`config.mk`:
```
export PLATFORM = sky130hd
export DESIGN_NAME = blk_seq
export DESIGN_NICKNAME = d
export VERILOG_FILES = /design/src/rtl/blk_pkg.sv /design/src/rtl/blk_cmp.sv /design/src/rtl/blk_ctrl.sv /design/src/rtl/blk_bus.sv /design/src/rtl/blk_dp.sv /design/src/rtl/blk_seq.sv
export SDC_FILE = /design/constraint.sdc
export NUM_CORES = 1
export LEC_CHECK = 0
export BUFFER_PORTS_ARGS = -buffer_cell sky130_fd_sc_hd__buf_2
export CAP_MARGIN = 25
export CORE_ASPECT_RATIO = 0.5
export CORE_MARGIN = 5
export CORE_UTILIZATION = 56
export DETAILED_ROUTE_END_ITERATION = 10
export PLACE_DENSITY = 0.9
export SLEW_MARGIN = 20
export SYNTH_ARGS = -nofsm -noshare
export SYNTH_HDL_FRONTEND = slang
export SYNTH_SLANG_ARGS = --single-unit
```
`constraint.sdc`:
```
create_clock -name clk_i -period 7.4 [get_ports clk_i]
set_input_delay 0 -clock clk_i [delete_from_list [all_inputs] [get_ports clk_i]]
set_output_delay 0 -clock clk_i [all_outputs]
set_load 0.1 [all_outputs]
```
`src/rtl/blk_pkg.sv`:
```
package blk_pkg;
  localparam int FLAG_W = 8;
  localparam int FL_C   = 0;
  localparam int FL_N   = 1;
  localparam int FL_PV  = 2;
  localparam int FL_H   = 4;
  localparam int FL_Z   = 6;
  localparam int FL_S   = 7;

  typedef enum logic [1:0] {
    OP_COPY = 2'd0,
    OP_SRCH = 2'd1,
    OP_IN   = 2'd2,
    OP_OUT  = 2'd3
  } op_e;

  typedef enum logic [1:0] {
    ST_IDLE  = 2'd0,
    ST_READ  = 2'd1,
    ST_WRITE = 2'd2,
    ST_STEP  = 2'd3
  } st_e;

  typedef struct packed {
    op_e  op;
    logic dec;
    logic rep;
  } cmd_t;
endpackage

```
`src/rtl/blk_cmp.sv`:
```
module blk_cmp #(
  parameter int DW = 8
) (
  input  logic [DW-1:0] acc_i,
  input  logic [DW-1:0] data_i,
  output logic          neg_o,
  output logic          zero_o,
  output logic          hb_o
);
  localparam int HW = DW / 2;
  logic [DW-1:0] diff;

  assign diff   = acc_i - data_i;
  assign neg_o  = diff[DW-1];
  assign zero_o = (diff == '0);
  assign hb_o   = (acc_i[HW-1:0] < data_i[HW-1:0]);
endmodule

```
`src/rtl/blk_ctrl.sv`:
```
module blk_ctrl
  import blk_pkg::*;
(
  input  logic clk_i,
  input  logic rst_ni,
  input  logic start_i,
  input  cmd_t cmd_i,
  input  logic rd_ack_i,
  input  logic wr_ack_i,
  input  logic stop_i,
  output st_e  state_o,
  output cmd_t cmd_o,
  output logic load_o,
  output logic cap_o,
  output logic step_o,
  output logic busy_o,
  output logic done_o
);
  st_e  state_q, state_d;
  cmd_t cmd_q;
  logic done_q;
  logic again;

  assign load_o = start_i && (state_q == ST_IDLE);
  assign cap_o  = (state_q == ST_READ) && rd_ack_i;
  assign step_o = (state_q == ST_STEP);
  assign again  = cmd_q.rep && !stop_i;

  always_comb begin
    state_d = state_q;
    unique case (state_q)
      ST_IDLE:  if (load_o) state_d = ST_READ;
      ST_READ:  if (rd_ack_i) state_d = (cmd_q.op == OP_SRCH) ? ST_STEP : ST_WRITE;
      ST_WRITE: if (wr_ack_i) state_d = ST_STEP;
      ST_STEP:  state_d = again ? ST_READ : ST_IDLE;
      default:  state_d = ST_IDLE;
    endcase
  end

  always_ff @(posedge clk_i or negedge rst_ni) begin
    if (!rst_ni) begin
      state_q <= ST_IDLE;
      cmd_q   <= '0;
      done_q  <= 1'b0;
    end else begin
      state_q <= state_d;
      done_q  <= step_o && !again;
      if (load_o) cmd_q <= cmd_i;
    end
  end

  assign state_o = state_q;
  assign cmd_o   = cmd_q;
  assign busy_o  = (state_q != ST_IDLE);
  assign done_o  = done_q;
endmodule

```
`src/rtl/blk_bus.sv`:
```
module blk_bus
  import blk_pkg::*;
#(
  parameter int AW = 16,
  parameter int DW = 8
) (
  input  st_e           state_i,
  input  op_e           op_i,
  input  logic [AW-1:0] src_i,
  input  logic [AW-1:0] dst_i,
  input  logic [AW-1:0] cnt_i,
  input  logic [DW-1:0] data_i,
  input  logic [DW-1:0] mem_rdata_i,
  input  logic          mem_ack_i,
  input  logic [DW-1:0] io_rdata_i,
  input  logic          io_ack_i,
  output logic          mem_req_o,
  output logic          mem_we_o,
  output logic [AW-1:0] mem_addr_o,
  output logic [DW-1:0] mem_wdata_o,
  output logic          io_req_o,
  output logic          io_we_o,
  output logic [AW-1:0] io_addr_o,
  output logic [DW-1:0] io_wdata_o,
  output logic          rd_ack_o,
  output logic          wr_ack_o,
  output logic [DW-1:0] rdata_o
);
  logic rd_ph, wr_ph, rd_io, wr_io;

  assign rd_ph = (state_i == ST_READ);
  assign wr_ph = (state_i == ST_WRITE);
  assign rd_io = (op_i == OP_IN);
  assign wr_io = (op_i == OP_OUT);

  // read side: port for port-in, memory otherwise; write side: port for port-out
  assign mem_req_o   = (rd_ph && !rd_io) || (wr_ph && !wr_io);
  assign mem_we_o    = wr_ph;
  assign mem_addr_o  = (wr_ph && op_i == OP_COPY) ? dst_i : src_i;
  assign mem_wdata_o = data_i;

  assign io_req_o    = (rd_ph && rd_io) || (wr_ph && wr_io);
  assign io_we_o     = wr_ph;
  assign io_addr_o   = cnt_i;
  assign io_wdata_o  = data_i;

  assign rd_ack_o = rd_io ? io_ack_i : mem_ack_i;
  assign wr_ack_o = wr_io ? io_ack_i : mem_ack_i;
  assign rdata_o  = rd_io ? io_rdata_i : mem_rdata_i;
endmodule

```
`src/rtl/blk_dp.sv`:
```
module blk_dp
  import blk_pkg::*;
#(
  parameter int AW = 16,
  parameter int DW = 8
) (
  input  logic              clk_i,
  input  logic              rst_ni,
  input  logic              load_i,
  input  logic              cap_i,
  input  logic              step_i,
  input  cmd_t              cmd_i,
  input  logic [AW-1:0]     src_i,
  input  logic [AW-1:0]     dst_i,
  input  logic [AW-1:0]     cnt_i,
  input  logic [DW-1:0]     acc_i,
  input  logic [FLAG_W-1:0] flags_i,
  input  logic [DW-1:0]     rdata_i,
  input  logic              cmp_neg_i,
  input  logic              cmp_zero_i,
  input  logic              cmp_hb_i,
  output logic [AW-1:0]     src_o,
  output logic [AW-1:0]     dst_o,
  output logic [AW-1:0]     cnt_o,
  output logic [DW-1:0]     acc_o,
  output logic [DW-1:0]     data_o,
  output logic [FLAG_W-1:0] flags_o,
  output logic              stop_o
);
  localparam int BLO = AW - DW;

  logic [AW-1:0]     src_q, dst_q, cnt_q;
  logic [DW-1:0]     acc_q, data_q;
  logic [FLAG_W-1:0] fl_q, fl_d;
  logic [AW-1:0]     src_d, dst_d, cnt_d, pair_d;
  logic [DW-1:0]     hi_d;
  logic              is_io, last;

  assign is_io  = (cmd_i.op == OP_IN) || (cmd_i.op == OP_OUT);
  assign src_d  = cmd_i.dec ? src_q - AW'(1) : src_q + AW'(1);
  assign dst_d  = cmd_i.dec ? dst_q - AW'(1) : dst_q + AW'(1);
  assign pair_d = cnt_q - AW'(1);
  assign hi_d   = cnt_q[AW-1:BLO] - DW'(1);
  assign cnt_d  = is_io ? {hi_d, cnt_q[BLO-1:0]} : pair_d;
  assign last   = is_io ? (hi_d == '0) : (pair_d == '0);
  assign stop_o = last || ((cmd_i.op == OP_SRCH) && cmp_zero_i);

  always_comb begin
    fl_d = fl_q;
    unique case (cmd_i.op)
      OP_COPY: begin
        fl_d[FL_H]  = 1'b0;
        fl_d[FL_N]  = 1'b0;
        fl_d[FL_PV] = !last;
      end
      OP_SRCH: begin
        fl_d[FL_S]  = cmp_neg_i;
        fl_d[FL_Z]  = cmp_zero_i;
        fl_d[FL_H]  = cmp_hb_i;
        fl_d[FL_N]  = 1'b1;
        fl_d[FL_PV] = !last;
      end
      default: begin
        fl_d[FL_Z]  = last;
        fl_d[FL_N]  = 1'b1;
      end
    endcase
  end

  always_ff @(posedge clk_i or negedge rst_ni) begin
    if (!rst_ni) begin
      src_q  <= '0;
      dst_q  <= '0;
      cnt_q  <= '0;
      acc_q  <= '0;
      data_q <= '0;
      fl_q   <= '0;
    end else if (load_i) begin
      src_q <= src_i;
      dst_q <= dst_i;
      cnt_q <= cnt_i;
      acc_q <= acc_i;
      fl_q  <= flags_i;
    end else begin
      if (cap_i) data_q <= rdata_i;
      if (step_i) begin
        src_q <= src_d;
        if (cmd_i.op == OP_COPY) dst_q <= dst_d;
        cnt_q <= cnt_d;
        fl_q  <= fl_d;
      end
    end
  end

  assign src_o   = src_q;
  assign dst_o   = dst_q;
  assign cnt_o   = cnt_q;
  assign acc_o   = acc_q;
  assign data_o  = data_q;
  assign flags_o = fl_q;
endmodule

```
`src/rtl/blk_seq.sv`:
```
module blk_seq
  import blk_pkg::*;
#(
  parameter int AW = 16,
  parameter int DW = 8
) (
  input  logic              clk_i,
  input  logic              rst_ni,
  input  logic              cmd_valid_i,
  input  logic [1:0]        cmd_op_i,
  input  logic              cmd_dec_i,
  input  logic              cmd_rep_i,
  input  logic [AW-1:0]     src_i,
  input  logic [AW-1:0]     dst_i,
  input  logic [AW-1:0]     cnt_i,
  input  logic [DW-1:0]     acc_i,
  input  logic [FLAG_W-1:0] flags_i,
  output logic              busy_o,
  output logic              done_o,
  output logic [AW-1:0]     src_o,
  output logic [AW-1:0]     dst_o,
  output logic [AW-1:0]     cnt_o,
  output logic [FLAG_W-1:0] flags_o,
  output logic              mem_req_o,
  output logic              mem_we_o,
  output logic [AW-1:0]     mem_addr_o,
  output logic [DW-1:0]     mem_wdata_o,
  input  logic [DW-1:0]     mem_rdata_i,
  input  logic              mem_ack_i,
  output logic              io_req_o,
  output logic              io_we_o,
  output logic [AW-1:0]     io_addr_o,
  output logic [DW-1:0]     io_wdata_o,
  input  logic [DW-1:0]     io_rdata_i,
  input  logic              io_ack_i
);
  cmd_t          cmd_in, cmd_q;
  st_e           state;
  logic          load, cap, step, stop, rd_ack, wr_ack;
  logic          c_neg, c_zero, c_hb;
  logic [DW-1:0] acc_q, data_q, rdata;

  assign cmd_in.op  = op_e'(cmd_op_i);
  assign cmd_in.dec = cmd_dec_i;
  assign cmd_in.rep = cmd_rep_i;

  blk_ctrl u_ctrl (
    .clk_i    (clk_i),
    .rst_ni   (rst_ni),
    .start_i  (cmd_valid_i),
    .cmd_i    (cmd_in),
    .rd_ack_i (rd_ack),
    .wr_ack_i (wr_ack),
    .stop_i   (stop),
    .state_o  (state),
    .cmd_o    (cmd_q),
    .load_o   (load),
    .cap_o    (cap),
    .step_o   (step),
    .busy_o   (busy_o),
    .done_o   (done_o)
  );

  blk_dp #(.AW(AW), .DW(DW)) u_dp (
    .clk_i      (clk_i),
    .rst_ni     (rst_ni),
    .load_i     (load),
    .cap_i      (cap),
    .step_i     (step),
    .cmd_i      (cmd_q),
    .src_i      (src_i),
    .dst_i      (dst_i),
    .cnt_i      (cnt_i),
    .acc_i      (acc_i),
    .flags_i    (flags_i),
    .rdata_i    (rdata),
    .cmp_neg_i  (c_neg),
    .cmp_zero_i (c_zero),
    .cmp_hb_i   (c_hb),
    .src_o      (src_o),
    .dst_o      (dst_o),
    .cnt_o      (cnt_o),
    .acc_o      (acc_q),
    .data_o     (data_q),
    .flags_o    (flags_o),
    .stop_o     (stop)
  );

  blk_cmp #(.DW(DW)) u_cmp (
    .acc_i  (acc_q),
    .data_i (data_q),
    .neg_o  (c_neg),
    .zero_o (c_zero),
    .hb_o   (c_hb)
  );

  blk_bus #(.AW(AW), .DW(DW)) u_bus (
    .state_i     (state),
    .op_i        (cmd_q.op),
    .src_i       (src_o),
    .dst_i       (dst_o),
    .cnt_i       (cnt_o),
    .data_i      (data_q),
    .mem_rdata_i (mem_rdata_i),
    .mem_ack_i   (mem_ack_i),
    .io_rdata_i  (io_rdata_i),
    .io_ack_i    (io_ack_i),
    .mem_req_o   (mem_req_o),
    .mem_we_o    (mem_we_o),
    .mem_addr_o  (mem_addr_o),
    .mem_wdata_o (mem_wdata_o),
    .io_req_o    (io_req_o),
    .io_we_o     (io_we_o),
    .io_addr_o   (io_addr_o),
    .io_wdata_o  (io_wdata_o),
    .rd_ack_o    (rd_ack),
    .wr_ack_o    (wr_ack),
    .rdata_o     (rdata)
  );
endmodule

```
==> results of run 1 <==
==> metal layers <==
layer	share of wire (%)	global-route usage, %	wire length (um)	up-vias
met2	47	54.2	10400	584
met3	11	8.60	2390	156
met5	0	0	0	-
met1	36	37.9	8090	3245
li1	-	-	-	3042
met4	6.7	19.0	1510	0
==> critical path: cells and delay by family (launching register included) <==
kind / cells / cell delay [ns]
buffers and inverters: 1 / 0.36
AO/OA/AOI/OAI: 5 / 1.29
XOR/XNOR: 1 / 0.18
adder cells (fa/ha/maj): 1 / 0.35
AND/OR/NAND/NOR: 2 / 0.41
flip-flops: 1 / 0.36
==> per-stage QoR <==
step	hold slack (ns)	util (%)
after floorplan	-0.296	-
after global placement	0.188	66.7
after detailed placement	0.192	66.7
after CTS	0.000912	77.6
after global routing	0.0240	78.0
final	-0.00418	78.0
==> how the worst max path moves through the flow <==
| stage | start | end | slack (ns) | cells after the start |
|---|---|---|---|---|
| after floorplan | u_ctrl.state_o[0] | mem_addr_o[0] | 3.54 | 6 |
| after global placement | u_ctrl.cmd_o[1] | u_dp.src_o[14] | 4.65 | 10 |
| after detailed placement | u_ctrl.cmd_o[1] | u_dp.src_o[14] | 4.49 | 10 |
| after CTS | u_ctrl.cmd_o[1] | u_dp.src_o[14] | 4.46 | 10 |
| after global routing | u_ctrl.cmd_o[1] | u_dp.src_o[14] | 4.11 | 10 |
| final | u_ctrl.cmd_o[1] | u_dp.dst_o[14] | 4.32 | 10 |
==> state kept, by name (all words and copies together), names as in the netlist <==
signal          flops
u_ctrl.done_o       1
u_dp.dst_o         16
u_ctrl.cmd_o        4
u_dp.data_o         8
u_dp.src_o         16
u_dp.flags_o        8
u_ctrl.state_o      2
u_dp.cnt_o         16
u_dp.acc_o          8
==> cell families after synthesis <==
family / after synthesis
AND/OR/NAND/NOR: 275
AO/OA/AOI/OAI: 178
buffers and inverters: 89
flip-flops: 79
adder cells (fa/ha/maj): 46
XOR/XNOR: 41
multiplexers: 32
==> placed cells by master, fill, tap and decap left out, drive strengths merged, types with 5 or more instances in the layout <==
cell type	instances
nor3	22
nor2b	8
buf	204
and2	6
or3	10
nor2	50
mux2i	17
dlygate4sd3	80
nor4	5
nand3	18
clkbuf	12
o21ai	59
a21oi	60
a211oi	11
mux2	15
a21o	7
dfrtp	79
ha	44
nand4	8
xor2	12
nand2	122
a31oi	11
xnor2	29
inv	30
==> area by class of cell <==
type,count,area (um2)
repair buffers,284,1860
well taps,140,175
diodes,2,5.00
clock inverters,3,65.1
flip-flops and latches,79,1980
fillers,608,2290
clock buffers,12,267
inverters,30,113
multi-input cells,572,3670
==> Yosys cell counts (all sizes together) (8+ instances only) <==
cell type    n
nor3        22
ha          44
a31oi       11
a211oi      11
mux2        15
dfrtp       79
mux2i       17
a21oi       60
xor2        12
nand3       18
nand4        8
clkbuf      24
nor2b        8
o21ai       59
xnor2       29
nor2        50
buf         35
inv         30
or3         10
nand2      122
==> flow_summary.yaml, run 1 <==
run_status:
  outcome: "complete, but fails checks"
  violations: "negative hold slack"
cts:
  postCtsSetupRepairBufs: 0
  h-tree-depth: 3
  cts-root-buf: "clkbuf_16"
  cts_made_buffers: 9
  cts_hold_buf: 80
  clock_path_buffers: 2
  cts_tree: "done"
  insertion_delay_ns: 0.36
  cts_sinks: 79
  cts_resized: 0
  path_clk_slew_ns: 0.07
synthesis:
  synthCells: 740
  synth_xor_area_share_pct: 5.91
  ys_async_sr_fraction_pct: 100
  synth.distinct_cells: 68
  muxShareOfSynthArea_pct: 5.58
  synth_nets: 875
  yosys-top-cells-area: "dfrtp_1, ha_1, nand2_1"
  synthSimpleGateAreaFrac_pct: 21.0
  synth_area_per_cell_um2: 8.21
  syn_area_um2: 6080
  yosys.area.top_type: "dfrtp_1"
  synth_seq_cells: 79
  synth_warnings: 0
  yosys.area_share.adder_pct: 9.72
  yosysSeqAreaShare_pct: 32.5
  synth_top_family_by_area: "simple AND/OR/NAND/NOR gates"
  synth-compound-area-share_pct: 18.0
  synth_top_area_share_pct: 32.5
  synth_top_flop_cell: "dfrtp_1"
  synth_edf_count: 0
setup_path:
  reg2reg_depth: 10
  worstSetupStartpointType: "flop"
  slowest_delay_ns: 0.36
  crit_chain: "buf_4 > ha_1 > nor2b_4 > o31a_1 > or2_4 > a31o_4 > a311oi_4 > o41ai_2 > xnor2_1 > o311ai_2"
  crit_slowest_cell: "dfrtp_1"
  rrSetupSlack_ns: 4.32
  crit_arrival_ns: 3.31
  crit_fanout: 32
  crit_path_end_kind: "flop"
  r2r-end: "u_dp.dst_o[14]"
  crit_type: "flop to flop"
  cp.required_ns: 7.63
  r2r_start: "u_ctrl.cmd_o[1]"
sta:
  slew_violations: 0
  fin_tns_setup_ns: 0
  hold_violations: 1
  final-setup-viol-count: 0
  skew_ns: 0.0109
  fmax_mhz: 325
  rsz0062_at_grt: "no"
  tightest_slew_ns: 0.817
  layout_setup_ws_ns: 4.32
  relSlewSlack_pct: 45.6
  fin_crit_ns: 3.08
  timing.hold.ws_ns: -0.00418
  fin_crit_sh_pct: 41.6
min_path:
  whs_path_depth: 3
  hold_class: "input port to flop"
  hold_start: "io_rdata_i[4]"
  holdPathEnd: "u_dp.data_o[4]"
floorplan:
  die_h_um: 83.7
  rows: 26
  dieArea_um2: 13200
  die_w_um: 157
  core_area_um2: 10400
  ios: 199
  start_util_pct: 58.4
drt:
  wl_per_cell_um: 20.0
  ant_nets: 0
  drtIter0Drc: 1034
  drt-total-wl_mm: 22.4
  drc_errors: 0
  first_pass_iters: 7
  via_per_inst: 6.26
  vias: 7027
final_layout:
  layout.cells.non_filler: 1122
  drive_above_1_share_pct: 25.3
  syn_to_final_growth_pct: 33.7
  final_nets: 1111
  fin_area_um2: 8120
place:
  placed_cells: 1022
  place_ws_ns: 4.49
  detailed_place_hpwl_mm: 12.7
  gp_congestion: 0.912
  postPlaceCellArea_um2: 6950
  numPortBuffers: 198
job:
  cap_violations: 0
global_route:
  grt_max_degree: 105
  grt_remaining_overflow: 0
  track_usage_pct: 32.7
  antenna_found_initial: 2
  grt_pass1_vias: 6956
  grt_pass1_wl_mm: 34.9
Power of run 1 is left out: the tool's default activity adds up to more than one toggle a clock period on the data nets, which glitch-free logic cannot reach.
==> run 2: changes to the inputs <==
--- a/config.mk
+++ b/config.mk
@@ -9,9 +9,9 @@
 export CAP_MARGIN = 25
 export CORE_ASPECT_RATIO = 0.5
 export CORE_MARGIN = 5
-export CORE_UTILIZATION = 56
+export CORE_UTILIZATION = 47
 export DETAILED_ROUTE_END_ITERATION = 10
-export PLACE_DENSITY = 0.9
+export PLACE_DENSITY = 0.81
 export SLEW_MARGIN = 20
 export SYNTH_ARGS = -nofsm -noshare
 export SYNTH_HDL_FRONTEND = slang
==> constraint.sdc (replaced) <==
create_clock -name clk_i -period 2.8 [get_ports clk_i]
set_input_delay 0 -clock clk_i [delete_from_list [all_inputs] [get_ports clk_i]]
set_output_delay 0 -clock clk_i [all_outputs]
set_load 0.1 [all_outputs]
==> run 2 against run 1 <==
- the flow now finishes without violations
- via count decreased by 5.5%
- global-route usage decreased by 6.3 points
- die area increased by 17%
- non-clock buffer count increased by 15
- critical path depth unchanged
- critical path type unchanged
==> flow_summary.yaml, run 2 (synthesis results as in run 1) <==
sta:
  relSlewSlack_pct: 48.5
  rsz0062_at_grt: "no"
  fmax_mhz: 371
  skew_ns: 0.00841
  slew_violations: 0
  fin_crit_ns: 2.69
  tightest_slew_ns: 0.772
  timing.hold.ws_ns: 0.115
  final-setup-viol-count: 0
  hold_violations: 0
  fin_crit_sh_pct: 96.2
global_route:
  grt_remaining_overflow: 0
  track_usage_pct: 26.3
  antenna_found_initial: 0
  grt_pass1_vias: 6607
  grt_pass1_wl_mm: 33.2
  grt_max_degree: 80
cts:
  cts_made_buffers: 9
  cts-root-buf: "clkbuf_16"
  clock_path_buffers: 2
  path_clk_slew_ns: 0.07
  cts_sinks: 79
  cts_tree: "done"
  insertion_delay_ns: 0.35
  h-tree-depth: 3
final_layout:
  multiInputGateArea_um2: 3720
  final_cell_mix: "buf_2, nand2_1, dlygate4sd3_1"
  syn_to_final_growth_pct: 37.3
  drive_above_1_share_pct: 28.0
  mostFrequentLayoutCell: "buf_2"
  antennaDiodeCount: 0
  seq_area_um2: 1990
  fill_cells: 957
  final_nets: 1126
floorplan:
  start_util_pct: 48.0
  ios: 199
  core_area_um2: 12700
  dieArea_um2: 15400
  die_h_um: 90.4
  rows: 29
  die_w_um: 171
drt:
  ant_nets: 0
  drt-total-wl_mm: 20.5
  vias: 6641
  first_pass_iters: 5
  drc_errors: 0
  via_per_inst: 5.70
  wl_per_cell_um: 17.6
  drtIter0Drc: 501
setup_path:
  reg2reg_depth: 10
  r2r-end: "u_dp.dst_o[14]"
  crit_fanout: 15
  crit_type: "flop to flop"
  rrSetupSlack_ns: 0.11
  crit_path_end_kind: "flop"
  cp.required_ns: 3.04
  r2r_start: "u_ctrl.cmd_o[1]"
  crit_arrival_ns: 2.94
  worstSetupStartpointType: "flop"
min_path:
  hold_start: "cmd_valid_i"
  holdPathEnd: "u_ctrl.state_o[0]"
  hold_class: "input port to flop"
  whs_path_depth: 3
place:
  detailed_place_hpwl_mm: 13.1
  gp_congestion: 0.903
  numPortBuffers: 198
job:
  cap_violations: 0
run_status:
  outcome: "finished clean"
[run 2: worst max path at each step]
| stage | start | end | slack, ns |
|---|---|---|---|
| after floorplan | u_ctrl.state_o[0] | mem_addr_o[0] | -0.40 |
| after global placement | u_ctrl.cmd_o[1] | u_dp.src_o[14] | 0.19 |
| after detailed placement | u_ctrl.cmd_o[1] | u_dp.src_o[14] | 0.07 |
| after CTS | u_ctrl.cmd_o[1] | u_dp.src_o[14] | 0.04 |
| after global routing | u_dp.data_o[1] | u_dp.flags_o[6] | 0.02 |
| final | u_ctrl.cmd_o[1] | u_dp.dst_o[14] | 0.11 |
[run 2: per-stage QoR]
stage / utilization (%) / TNS, ns / cell area, um2 / std cells / setup WS [ns]
2_1_floorplan: - / -0.792 / 6100 / 740 / -0.397
3_3_place_gp: 56.1 / 0 / 7110 / 1064 / 0.190
3_5_place_dp: 56.1 / 0 / 7110 / 1064 / 0.0736
4_1_cts: 65.4 / 0 / 8280 / 1165 / 0.0364
5_1_grt: 65.9 / 0 / 8340 / 1166 / 0.0165
6_report: 65.9 / 0 / 8340 / 1166 / 0.106
[run 2: final cells by class]
class                      instances  share of cell area (%)
clock buffer                      11                    2.91
clock inverter                     5                   0.990
inverter                          30                    1.35
multi-input combinational        572                    44.6
sequential                        79                    23.9
tap                              170                    2.55
timing repair buffer             299                    23.8
[run 2: layer usage]
| layer | vias up | share of wire (%) | global-route usage, % |
|---|---|---|---|
| met3 | 96 | 7.3 | 5.47 |
| met2 | 312 | 48 | 44.4 |
| li1 | 3089 | - | - |
| met1 | 3144 | 39 | 31.8 |
| met4 | 0 | 4.9 | 13.3 |
| met5 | - | 0 | 0 |
[run 2: worst max-delay path, stage by stage, from the launching register on]
cell      delay [ns]
dfrtp_2         0.45
buf_6           0.18
ha_1            0.33
o21a_1          0.13
o31a_1          0.12
or2_4           0.24
a31o_4          0.26
a311oi_4        0.33
o41ai_2         0.14
xnor2_1         0.16
o311ai_2        0.23
[run 2: timing repair]
action / 4_1_cts / 5_1_grt
buffers inserted: 0 / 1
hold buffers: 85 / 0
resized for setup: 0 / 9
endpoints found under the setup margin: 0 / 5
hold endpoints to repair: 155 / 0
Power of run 2 is left out for the same reason.
